### src/rtl/strm_buf_pkg.sv
package strm_buf_pkg;

  // Threshold select encoding, in fractions of the buffer depth
  typedef enum logic [1:0] {
    TH_QUARTER = 2'b00,
    TH_HALF    = 2'b01,
    TH_3QUART  = 2'b10,
    TH_WHOLE   = 2'b11
  } thresh_e;

endpackage

### src/rtl/strm_buf_rst_sync.sv
module strm_buf_rst_sync (
  input  logic clk,
  input  logic arst_n,
  output logic rst_n_o
);

  logic [1:0] sync_q;

  always_ff @(posedge clk or negedge arst_n) begin
    if (!arst_n) sync_q <= 2'b00;
    else         sync_q <= {sync_q[0], 1'b1};
  end

  assign rst_n_o = sync_q[1];

endmodule

### src/rtl/strm_buf_mem.sv
module strm_buf_mem #(
  parameter int DATA_W = 32,
  parameter int DEPTH  = 4,
  localparam int PTR_W = $clog2(DEPTH)
) (
  input  logic              clk,
  input  logic              wr_en,
  input  logic [PTR_W-1:0]  wr_ptr,
  input  logic [DATA_W-1:0] wr_data,
  input  logic [PTR_W-1:0]  rd_ptr,
  output logic [DATA_W-1:0] rd_data
);

  logic [DATA_W-1:0] ent_w [DEPTH];

  for (genvar g = 0; g < DEPTH; g++) begin : g_ent
    logic              hit;
    logic [DATA_W-1:0] word_q;

    assign hit = wr_en && (wr_ptr == PTR_W'(g));

    // data storage: no reset needed, validity tracked by the level counter
    always_ff @(posedge clk) begin
      if (hit) word_q <= wr_data;
    end

    assign ent_w[g] = word_q;
  end

  assign rd_data = ent_w[rd_ptr];

endmodule

### src/rtl/strm_buf_ctrl.sv
module strm_buf_ctrl #(
  parameter int DEPTH  = 4,
  localparam int PTR_W = $clog2(DEPTH),
  localparam int LVL_W = $clog2(DEPTH + 1)
) (
  input  logic             clk,
  input  logic             rst_n,
  input  logic             direct_i,
  input  logic             m2p_i,
  input  logic             wr_req,
  input  logic             rd_req,
  output logic             wr_ok,
  output logic [PTR_W-1:0] wr_ptr,
  output logic [PTR_W-1:0] rd_ptr,
  output logic [LVL_W-1:0] level,
  output logic [LVL_W-1:0] cap,
  output logic             full,
  output logic             empty,
  output logic             err,
  output logic             direct_q,
  output logic             m2p_q
);

  logic [LVL_W-1:0] level_q, level_n;
  logic [PTR_W-1:0] wp_q, wp_n, rp_q, rp_n;
  logic             err_q, err_n;
  logic             chg, rd_ok, upd;

  assign chg   = (direct_i != direct_q) || (m2p_i != m2p_q);
  assign cap   = direct_q ? LVL_W'(1) : LVL_W'(DEPTH);
  assign full  = (level_q == cap);
  assign empty = (level_q == '0);
  assign wr_ok = wr_req && !full  && !chg;
  assign rd_ok = rd_req && !empty && !chg;
  assign upd   = chg || wr_ok || rd_ok;

  always_comb begin
    level_n = level_q;
    wp_n    = wp_q;
    rp_n    = rp_q;
    err_n   = 1'b0;
    if (chg) begin
      level_n = '0;
      wp_n    = '0;
      rp_n    = '0;
    end else begin
      if (wr_ok) wp_n = wp_q + 1'b1;
      if (rd_ok) rp_n = rp_q + 1'b1;
      case ({wr_ok, rd_ok})
        2'b10:   level_n = level_q + 1'b1;
        2'b01:   level_n = level_q - 1'b1;
        default: level_n = level_q;
      endcase
      err_n = (wr_req && full) || (rd_req && empty);
    end
  end

  always_ff @(posedge clk or negedge rst_n) begin
    if (!rst_n) begin
      level_q  <= '0;
      wp_q     <= '0;
      rp_q     <= '0;
      err_q    <= 1'b0;
      direct_q <= 1'b0;
      m2p_q    <= 1'b0;
    end else begin
      err_q    <= err_n;
      direct_q <= direct_i;
      m2p_q    <= m2p_i;
      if (upd) begin
        level_q <= level_n;
        wp_q    <= wp_n;
        rp_q    <= rp_n;
      end
    end
  end

  assign level  = level_q;
  assign wr_ptr = wp_q;
  assign rd_ptr = rp_q;
  assign err    = err_q;

  // never more words than the mode allows
  a_r2_level_cap: assert property (@(posedge clk) disable iff (!rst_n)
    level_q <= cap);

  // direct mode keeps at most a single word
  a_r7_direct_single: assert property (@(posedge clk) disable iff (!rst_n)
    direct_q |-> (level_q <= LVL_W'(1)));

  // a full buffer cannot grow
  a_r9_no_overflow: assert property (@(posedge clk) disable iff (!rst_n)
    (full && !chg) |=> (level_q <= $past(level_q)));

  // an empty buffer cannot shrink
  a_r9_no_underflow: assert property (@(posedge clk) disable iff (!rst_n)
    (empty && !chg) |=> (level_q >= $past(level_q)));

  // a configuration change leaves it empty with no error
  a_r10_flush: assert property (@(posedge clk) disable iff (!rst_n)
    chg |=> (level_q == '0 && !err_q));

endmodule

### src/rtl/strm_buf_req.sv
module strm_buf_req
  import strm_buf_pkg::*;
#(
  parameter int DEPTH  = 4,
  localparam int LVL_W = $clog2(DEPTH + 1)
) (
  input  logic             clk,
  input  logic             rst_n,
  input  logic [1:0]       thresh_i,
  input  logic             direct_q,
  input  logic             m2p_q,
  input  logic [LVL_W-1:0] level,
  input  logic [LVL_W-1:0] cap,
  output logic             mem_req
);

  localparam logic [LVL_W-1:0] TH_Q1 = LVL_W'(DEPTH / 4);
  localparam logic [LVL_W-1:0] TH_Q2 = LVL_W'(DEPTH / 2);
  localparam logic [LVL_W-1:0] TH_Q3 = LVL_W'((3 * DEPTH) / 4);
  localparam logic [LVL_W-1:0] TH_Q4 = LVL_W'(DEPTH);

  logic [LVL_W-1:0] th_sel, th_eff, room;

  always_comb begin
    case (thresh_i)
      TH_QUARTER: th_sel = TH_Q1;
      TH_HALF:    th_sel = TH_Q2;
      TH_3QUART:  th_sel = TH_Q3;
      default:    th_sel = TH_Q4;
    endcase
  end

  // direct mode: one-word granule regardless of the programmed threshold
  assign th_eff  = direct_q ? LVL_W'(1) : th_sel;
  assign room    = cap - level;
  assign mem_req = m2p_q ? (room >= th_eff) : (level >= th_eff);

  // an empty direct memory-to-peripheral slot always asks for its preload
  a_r8_preload_req: assert property (@(posedge clk) disable iff (!rst_n)
    (direct_q && m2p_q && level == '0) |-> mem_req);

  // a full buffer draining to memory always requests
  a_r5_full_requests: assert property (@(posedge clk) disable iff (!rst_n)
    (!m2p_q && level == cap) |-> mem_req);

endmodule

### src/rtl/strm_buf.sv
module strm_buf #(
  parameter int DATA_W = 32,
  parameter int DEPTH  = 4,
  localparam int PTR_W = $clog2(DEPTH),
  localparam int LVL_W = $clog2(DEPTH + 1)
) (
  input  logic              clk,
  input  logic              arst_n,
  input  logic              cfg_direct_i,
  input  logic              cfg_m2p_i,
  input  logic [1:0]        cfg_thresh_i,
  input  logic              per_wr_i,
  input  logic [DATA_W-1:0] per_wdata_i,
  input  logic              per_rd_i,
  output logic [DATA_W-1:0] per_rdata_o,
  input  logic              mem_wr_i,
  input  logic [DATA_W-1:0] mem_wdata_i,
  input  logic              mem_rd_i,
  output logic [DATA_W-1:0] mem_rdata_o,
  output logic              mem_req_o,
  output logic [LVL_W-1:0]  level_o,
  output logic              full_o,
  output logic              empty_o,
  output logic              err_o
);

  logic              rst_n;
  logic              wr_req, rd_req, wr_ok;
  logic [DATA_W-1:0] wr_data, head;
  logic [PTR_W-1:0]  wr_ptr, rd_ptr;
  logic [LVL_W-1:0]  level, cap;
  logic              direct_q, m2p_q;

  strm_buf_rst_sync u_rst (
    .clk     (clk),
    .arst_n  (arst_n),
    .rst_n_o (rst_n)
  );

  // side routing by direction: producer writes, consumer reads
  assign wr_req  = m2p_q ? mem_wr_i    : per_wr_i;
  assign wr_data = m2p_q ? mem_wdata_i : per_wdata_i;
  assign rd_req  = m2p_q ? per_rd_i    : mem_rd_i;

  strm_buf_ctrl #(.DEPTH(DEPTH)) u_ctrl (
    .clk      (clk),
    .rst_n    (rst_n),
    .direct_i (cfg_direct_i),
    .m2p_i    (cfg_m2p_i),
    .wr_req   (wr_req),
    .rd_req   (rd_req),
    .wr_ok    (wr_ok),
    .wr_ptr   (wr_ptr),
    .rd_ptr   (rd_ptr),
    .level    (level),
    .cap      (cap),
    .full     (full_o),
    .empty    (empty_o),
    .err      (err_o),
    .direct_q (direct_q),
    .m2p_q    (m2p_q)
  );

  strm_buf_mem #(.DATA_W(DATA_W), .DEPTH(DEPTH)) u_mem (
    .clk     (clk),
    .wr_en   (wr_ok),
    .wr_ptr  (wr_ptr),
    .wr_data (wr_data),
    .rd_ptr  (rd_ptr),
    .rd_data (head)
  );

  strm_buf_req #(.DEPTH(DEPTH)) u_req (
    .clk      (clk),
    .rst_n    (rst_n),
    .thresh_i (cfg_thresh_i),
    .direct_q (direct_q),
    .m2p_q    (m2p_q),
    .level    (level),
    .cap      (cap),
    .mem_req  (mem_req_o)
  );

  assign per_rdata_o = head;
  assign mem_rdata_o = head;
  assign level_o     = level;

endmodule

### config.mk
export PLATFORM = sky130hd
export DESIGN_NAME = strm_buf
export DESIGN_NICKNAME = d
export VERILOG_FILES = /design/src/rtl/strm_buf_pkg.sv /design/src/rtl/strm_buf_rst_sync.sv /design/src/rtl/strm_buf_mem.sv /design/src/rtl/strm_buf_ctrl.sv /design/src/rtl/strm_buf_req.sv /design/src/rtl/strm_buf.sv
export SDC_FILE = /design/constraint.sdc
export NUM_CORES = 1
export LEC_CHECK = 0
export ABC_AREA = 1
export BUFFER_PORTS_ARGS = -buffer_cell sky130_fd_sc_hd__buf_2
export CORE_ASPECT_RATIO = 1.5
export CORE_UTILIZATION = 35
export DETAILED_ROUTE_END_ITERATION = 8
export PLACE_DENSITY = 0.62
export SLEW_MARGIN = 20
export SYNTH_ARGS = -nofsm -noshare
export SYNTH_HDL_FRONTEND = slang
export SYNTH_SLANG_ARGS = --single-unit
### constraint.sdc
create_clock -name clk -period 2.5 [get_ports clk]
set_clock_uncertainty 0.1 [all_clocks]
set_input_delay 0.375 -clock clk [delete_from_list [all_inputs] [get_ports clk]]
set_output_delay 0.375 -clock clk [all_outputs]
set_load 0.01 [all_outputs]
# Word-level counts from Yosys, hierarchy flattened
# Index checks and enable logic that the tools add are counted.
# totals
reg_bits,140
word_cells,73
input_bits,74
out_inout_bits,71
# op_classes
eq_ne,10
bitwise,1
reduce_logical,26
mux,17
magnitude_cmp,3
add_sub_neg,5
# op_table
op,count
$mux W32,3
$bmux W32 S2,1
$logic_and A1 B1 Y1,10
$mux W3,3
$pmux W3 S3,1
$eq A2 B2 Y1 const B,4
$mux W2,4
$eq A2 B1 Y1 const B,3
$ge A3 B3 Y1,2
$pmux W3 S2,1
$reduce_and A2 Y1,3
$add A2 B1 Y2 const B,2
$logic_not A2 Y1,2
$logic_or A1 B1 Y1,4
$mux W1,4
$reduce_bool A2 Y1,2
$add A3 B1 Y3 const B,1
$eq A3 B3 Y1,1
$ge A3 B3 Y1 const B,1
$logic_not A1 Y1,3
$logic_not A3 Y1,1
$not A2 Y3,1
$reduce_bool A3 Y1,1
$sub A3 B1 Y3 const B,1
other kinds (2),3

# Longest topological paths before layout
# Gate-level depths: netlist of the first run.
# depth
depth_word,8
mapped_depth,18
mapped_depth_nobuf,18

# Cells and area by module
# A second synthesis of the first run with hierarchy kept.
# hier_totals
cells_unflattened,778
hier_area_um2,7108.1
# modules_own_cells
module,seq_area_each_um2,n_inst,area_per_inst_um2,cells_each
strm_buf_mem,3843.7,1,5437.7,509
strm_buf,0.0,1,734.5,142
strm_buf_ctrl,250.2,1,570.5,72
strm_buf_req,0.0,1,311.5,52
strm_buf_rst_sync,50.0,1,53.8,3

# Worst setup path before layout of the first run
# Ideal clock, no wire load.
# synth_timing
path_kind,register -> register
start,register u_ctrl.level_q[0] (netlist: u_ctrl.level[0])
end,register u_mem.g_ent[0].word_q[0] (enable)
slack_ns,-0.648
required_time_ns,1.979
stages_incl_launch_ff,9
period_less_slack_ns,3.148
t_arrival_ns,2.627
cell_sequence,dfrtp_1 -> ha_1 -> inv_1 -> nor2_1 -> nand3_1 -> nand2_2 -> nor2_4 -> inv_2 -> nor2_1
# synth_via
elab_chain_cells,5
# synth_rtl
element,line_no,rtl
start: declaration,strm_buf_ctrl.sv:24,"logic [LVL_W-1:0] level_q, level_n;"
start signal: assignment,strm_buf_ctrl.sv:71,level_q <= level_n;
$eq A3 B3 Y1,strm_buf_ctrl.sv:31,assign full = (level_q == cap);
$logic_not A1 Y1,strm_buf_ctrl.sv:33,assign wr_ok = wr_req && !full && !chg;
$logic_and A1 B1 Y1 (2 in a row),strm_buf_ctrl.sv:33,
$logic_and A1 B1 Y1,strm_buf_mem.sv:20,assign hit = wr_en && (wr_ptr == PTR_W'(g));
named net u_mem.g_ent[0].hit,strm_buf_mem.sv:17,logic hit;
end signal: assignment,strm_buf_mem.sv:24,if (hit) word_q <= wr_data;
end: declaration,strm_buf_mem.sv:18,logic [DATA_W-1:0] word_q;
# The timed path passes the listed nets, and every way through them passes these cells.
# A chain may end at the register's enable or synchronous reset.

# Final worst setup path of the first run
# layout_timing
start,register u_ctrl.direct_q
end,output port mem_req_o
# layout_via
elab_chain_cells,4
elab_cells_between_ends,6
cone_classes,add/sub: 1; order compare: 2; mux: 3
# layout_rtl
element,line_no,rtl
start: declaration,strm_buf_ctrl.sv:20,"output logic direct_q,"
start signal: assignment,strm_buf_ctrl.sv:68,direct_q <= direct_i;
$mux W3,strm_buf_ctrl.sv:30,assign cap = direct_q ? LVL_W'(1) : LVL_W'(DEPTH);
$sub A3 B3 Y3,strm_buf_req.sv:35,assign room = cap - level;
$ge A3 B3 Y1,strm_buf_req.sv:36,assign mem_req = m2p_q ? (room >= th_eff) : (level >= th_eff);
$mux W1 *,strm_buf_req.sv:36,
end: declaration,strm_buf.sv:20,"output logic mem_req_o,"
# Mark *: on every way between the ends. The rest lies on a longest branch, timed or not.

==> results of run 1 <==
-- Yosys cell counts (2+ instances only) --
library cell    n
buf_4          35
buf_2           3
nor3_1          2
dfrtp_1        12
a21oi_1         4
inv_2           4
o21ai_1         2
clkbuf_1       18
inv_1          22
o22ai_1        32
nand2_4         2
buf_6           3
edfxtp_1      128
nor2_1         76
nand2_2         7
nand2_1       127
o21ai_0        68
ha_1           16
nand3_1         6
-- final cells by class --
cell class / instances / area (um2)
fillers: 1697 / 9903
flip-flops and latches: 140 / 4146
multi-input cells: 351 / 1896
repair buffers: 172 / 1015
clock buffers: 18 / 429.2
well taps: 217 / 271.5
inverters: 27 / 103.9
clock inverters: 13 / 102.6
-- cells by family (layout without fill, tap and decap cells) --
group / count (synthesis) / count (layout) / synth area share, %
DFF: 140 / 140 / 64.92
other: 1 / 1 / 0.05874
adders and majority gates: 17 / 17 / 3.450
and+or+nand+nor: 225 / 225 / 14.82
xor gates and xnor gates: 1 / 1 / 0.1372
AOI/OAI and AO/OA: 107 / 107 / 9.055
buffers and inverters: 86 / 230 / 7.565
-- layout by cell type, fill, tap and decap left out, types with 2 or more instances in the layout --
master         synthesis  layout
buf_2                  3     144
edfxtp_1             128     128
nand2_1              127     123
nor2_1                76      72
o21ai_0               68      65
o22ai_1               32      32
inv_1                 22      21
buf_4                 35      19
clkbuf_16              0      17
nand2_2                7      11
dfrtp_1               12      10
ha_1                  16       9
nand3_1                6       6
ha_4                   0       6
buf_12                 0       6
inv_2                  4       5
nor2_4                 1       5
clkinv_2               0       5
a21oi_1                4       3
o21ai_1                2       3
clkinvlp_4             0       3
nand2_4                2       2
o21ai_2                0       2
nor3_1                 2       2
clkinv_1               0       2
dlygate4sd3_1          0       2
dfrtp_2                0       2
-- worst max-delay path, cell delays in order (launching register included) --
cell     delay, ns
dfrtp_1       0.41
inv_2         0.10
ha_4          0.13
inv_2         0.04
ha_4          0.15
xor2_2        0.12
inv_1         0.09
ha_4          0.27
a21oi_2       0.05
o21ai_1       0.10
buf_2         0.14
-- through the flow --
step                      std cells   TNS, ns  area, um2  hold WS [ns]
final                           938         0       7964       0.04536
after global routing            938  -0.05736       7964       0.03120
after CTS                       938         0       7921       0.03073
after detailed placement        905         0       7300       0.06457
after global placement          905         0       7300       0.06188
after floorplan                 577    -15.53       6394      -0.02059
-- power by group --
part / leakage, nW / internal [mW] / switching [mW]
clock network: 0.257 / 1.35 / 0.895
logic: 1.69 / 0.441 / 0.657
registers: 1.31 / 2.64 / 0.0328
-- metal layers --
metal  track usage, %  part of all wire, %  vias to the layer above
li1                 -                    -                     2217
met1            17.80                   42                     2120
met2            27.63                   53                      104
met3            2.642                  2.5                       20
met4            6.725                  2.4                        0
met5                0                    0                        -
-- registers in the layout, summed over array words and instances, names as in the netlist --
signal	flops
u_ctrl.err	1
u_ctrl.level	3
u_mem.g_ent.word_q	128
u_ctrl.wr_ptr	2
u_ctrl.m2p_q	1
u_rst.sync_q	2
u_ctrl.direct_q	1
u_ctrl.rd_ptr	2
-- worst paths after layout --
check,end,slack (ns),depth (start not counted)
setup / recovery,mem_req_o,0.04,10
hold / removal,u_ctrl.m2p_q$_DFF_PN0_,0.05,1
setup reg to reg,u_ctrl.level[2]$_DFFE_PN0P_,0.18,17
hold reg to reg,u_ctrl.err$_DFF_PN0_,0.08,0
max in group asynchronous,u_ctrl.rd_ptr[0]$_DFFE_PN0P_,1.88,0
min in group asynchronous,u_ctrl.err$_DFF_PN0_,0.08,0
-- timing repair --
item                                   4_1_cts  5_1_grt
endpoints found under the hold margin        3        0
gates cloned                                 0        0
setup endpoints to repair                    1        2
gates resized for setup                     13        9
buffers inserted                             1        0
hold buffers                                 2        0
pin swaps                                    7        7
==> impl_results.md, run 1 <==
* Row count at 60
* Post-Syn Instances at ~580
* Synth warn at 0
* Number of max-slew violations in the final report at 0
* CTS root buf: clkbuf_16
* Final period util at ~100%
* DRC at 8
* Area growth, synth to finish at 24.76%
* Port bufs at about 140
* Dpl ws at ~0.10 ns
* Post-synth EDFFs at 128
* Drt wl/cell at 14.81 um
* Pwr/cell area at 755.4 nW/um2
* Drt first pass iters at 6
* Die Wd at ~110 um
* Starting density of the core at between 30% and 40%
* I/O pin count at approximately 150
* Total gr overflow at 0
* R2r startpoint: u_ctrl.direct_q$_DFF_PN0_
* Final Power at about 6 mW
* Layout cells sized above 1 at 33.15%
* Crit Path Class: reg2out
* Flops & latches, synth at 140
* WL final at between 10000 and 15000 um
* Crit path time final at between 2 and 2.5 ns
* Crit Path Max Fanout at 3
* Antenna viol nets, final at 0
* Post-synthesis sequential area ratio at between 60% and 70%
* Violated checks: design-rule violations
* 1st-iter DRT viols at 205
* Async set-reset flop share out of synthesis at ~8.6%
* Synth top area cells: edfxtp_1, nand2_1, o21ai_0
* Worst EP required at about 2.0 ns
* Worst hold path type: in2reg
* RSZ-0062 raised after global routing: true
* Post-DP HPWL at 9253 um
* Vias in the first global route at 4277
* CP arrival at 1.98 ns
* GRT Total Usage at between 10% and 20%
* Worst Setup SP: u_ctrl.direct_q$_DFF_PN0_
* Routability-driven placement congestion ratio at roughly 0.7
* Finished Core Util at roughly 45%
* H-tree levels at 4
* Syn_area_per_cell at between 10 and 15 um2
* Status: finished with violations
* Fin. Hold Viols at 0
* Max Root-Sink Buffers at 2
* Mapped Area at between 6000 and 7000 um2
* Via count at ~4500
* Final setup viols at 0
* Total CTS buffers at 17
* TritonCTS clock tree: built
* Final WS setup at a little over 0.04 ns
* Core area at 17870 um2
* Fmax at around 0.41 GHz
* Worst-path clk slew at ~0.060 ns
* Cell leakage power at 3.263 nW
* Syn Nets at 668
* Initial antenna violation count at 0
* Worst-Skew Late Latency at around 0.40 ns
* CP Launch Type: flip-flop
* Largest net degree at the start of global routing at 47
* HP Start: cfg_m2p_i
* Top cell type by total area after synthesis: edfxtp_1
* Vias/cell at between 4 and 5
* Synth cell types at 29
* Nets at 800
* Clock sinks at 140
* Post-synth top flop: edfxtp_1
* Global-route wire length before repair at 21730 um
* Share of the synthesized area in the top cell type at between 60% and 70%
* Die Y at between 150 and 200 um
* Worst vdd ir at between 0.3 and 0.4 mV
* Crit end category: output pin
* Area of the die at approximately 19000 um2
* Ant diodes at 0
* Max-cap violations at 0
Note: power is estimated with default switching activity, not from simulation.
==> inputs of run 2 (changes only) <==
Settings changed: BUFFER_PORTS_ARGS -buffer_cell sky130_fd_sc_hd__buf_2 to default, CORE_ASPECT_RATIO 1.5 to default, CORE_UTILIZATION 35 to 45, DONT_BUFFER_PORTS from default to 1, PLACE_DENSITY 0.62 to 0.66.
==> impl_results.md, run 2 (synthesized netlist as in run 1, its figures left out) <==
* 1st-iter DRT viols at 334 (+63%)
* Pwr/cell area at 812.6 nW/um2 (+7.6%)
* Final WS setup at 0.03165 ns (-0.008784 ns)
* TritonCTS clock tree: built
* Die Y at 121.1 um (-28%)
* Vias/cell at 5.260 (+11%)
* Seq pwr share at 44.3% (-0.2 points)
* Area growth, synth to finish at 16.91%
* Final Power at 6.065 mW (+0.81%)
* Most common cell after layout, fill and taps aside: edfxtp_1
* Nets at 687 (-14%)
* CTS root buf: clkbuf_16
* Worst EP required at 2.03 ns (about the same)
* DRC at 0 (-8)
* Core area at 13880 um2 (-22%)
* I/O pin count at 145 (unchanged)
* Clock Power Share at 39.8% (+2.5 points)
* Initial antenna violation count at 0 (unchanged)
* Max reg flops at 128 (unchanged)
* Final setup viols at 0 (unchanged)
* Status: finished, final reports clean
* Fin cells at 789 (-16%)
* Dpl ws at -0.04173 ns (-0.1433 ns)
* Worst-Skew Late Latency at 0.40 ns (about the same)
* Wire length on met1 at 5578 um (-4.9%)
* Via count at 4150 (-7.0%)
* Layout cells sized above 1 at 20.69% (-12 points)
* Met2 routed wirelength at 6472 um (-12%)
* GRT Total Usage at 18.64% (+3.3 points)
* Max Root-Sink Buffers at 2 (unchanged)
* Detail Route met3 WL at 811 um (+130%)
* Routability-driven placement congestion ratio at 0.8377 (+18%)
* Max-cap violations at 0 (unchanged)
* R2r worst-path depth at 18 (+1)
* Crit path time final at 2.468 ns (+0.008784 ns)
* Fin. Hold Viols at 0 (unchanged)
* Cell leakage power at 2.865 nW (-12%)
* CP Launch Type: flip-flop
* Antenna viol nets, final at 0 (unchanged)
* Worst-path clk slew at 0.06 ns (about the same)
* Placed Area at 6734 um2 (-7.7%)
* Largest net degree at the start of global routing at 66 (+40%)
* Drt first pass iters at 5 (-1)
* Total CTS buffers at 17 (unchanged)
* Placed cells at 751 (-17%)
* Worst vdd ir at 0.4696 mV (+22%)
* Starting density of the core at 45.99% (+10 points)
* NetSw at 1.647 mW (+3.9%)
* Drt wl/cell at 16.45 um (+11%)
* Crit Path Class: reg2out
* Area of the die at 14670 um2 (-22%)
* Fmax at 0.4051 GHz (-0.36%)
* Total gr overflow at 0 (unchanged)
* Crit Path Max Fanout at 2 (-1)
* Die Wd at 121.1 um (+7.9%)
* Part of the power in combinational logic at 15.9% (-2.4 points)
* RSZ-0062 raised after global routing: true
* Ant diodes at 0 (unchanged)
* Global-route wire length before repair at 20460 um (-5.8%)
* Max Used Layer: met4
* Crit end category: output pin
* Number of max-slew violations in the final report at 0 (unchanged)
* Finished Core Util at 53.77% (+9.2 points)
* Row count at 43 (-28%)
* H-tree levels at 4 (unchanged)
* Worst hold path type: reg2async
* Sum Neg Setup Slack at 0 ns (unchanged)
* Top reg by flops: u_mem.g_ent.word_q
* Port bufs at 0 (-100%)
* Fin area at 7463 um2 (-6.3%)
* Worst hold slack at 0.08472 ns (+0.03936 ns)
* Vias in the first global route at 4067 (-4.9%)
* Internal at 4.418 mW (-0.29%)
* Clock sinks at 140 (unchanged)
* Post-DP HPWL at 8176 um (-12%)
* Most frequent cells in the layout: edfxtp_1, nand2_1, nor2_1, o21ai_0, buf_4
* WL final at 12980 um (-6.6%)
* CP arrival at 1.99 ns (about the same)
* Switch share at 27.15% (+0.81 points)
* Final period util at 98.73% (+0.35 points)
==> run 2: timing repair <==
action | in CTS | in global routing
endpoints found under the hold margin | 4 | 0
gates resized for setup | 11 | 10
hold buffers | 3 | 0
pin swaps | 7 | 7
gates cloned | 0 | 0
endpoints found under the setup margin | 2 | 54
buffers inserted | 2 | 1
==> run 2: worst paths after layout <==
check	from	endpoint	slack (ns)
setup / recovery	u_ctrl.direct_q$_DFF_PN0_	mem_req_o	0.03
setup reg to reg	u_ctrl.direct_q$_DFF_PN0_	u_ctrl.level[2]$_DFFE_PN0P_	0.12
hold reg to reg	u_rst.sync_q[1]$_DFF_PN0_	u_ctrl.level[0]$_DFFE_PN0P_	0.08
max in group asynchronous	u_rst.sync_q[1]$_DFF_PN0_	u_ctrl.rd_ptr[0]$_DFFE_PN0P_	1.88
min in group clk	per_wdata_i[28]	u_mem.g_ent[3].word_q[28]$_DFFE_PP_	0.12
hold / removal	u_rst.sync_q[1]$_DFF_PN0_	u_ctrl.level[0]$_DFFE_PN0P_	0.08
==> run 2: cell type report <==
type	count	area [um2]
clock inverters	15	157.7
repair buffers	59	533.0
multi-input cells	351	1871
fillers	1162	6417
clock buffers	17	425.4
flip-flops and latches	140	4148
inverters	27	103.9
well taps	180	225.2
==> run 2: power groups by stage <==
| stage | registers [mW] | logic, mW | clock network [mW] |
|---|---|---|---|
| after CTS | 2.68 | 0.940 | 2.45 |
| after floorplan | 2.73 | 0.688 | 0 |
| after global placement | 2.73 | 0.870 | 0 |
| final | 2.69 | 0.965 | 2.41 |
| after global routing | 2.69 | 1.08 | 2.57 |
| after detailed placement | 2.73 | 0.894 | 0 |
==> run 2: worst max-delay path, cell delays in order (launching register included) <==
cell and delay (ns):
dfrtp_1 0.39, inv_2 0.09, ha_4 0.13, inv_2 0.04, ha_4 0.15, xor2_1 0.15, inv_1 0.09, ha_4 0.27
a21oi_2 0.04, o21ai_1 0.11, buf_4 0.13
==> run 2: layer usage <==
metal | vias to the layer above | global-route usage (%)
met5 | - | 0
li1 | 2000 | -
met3 | 10 | 4.323
met4 | 0 | 6.481
met2 | 141 | 30.79
met1 | 1999 | 24.11
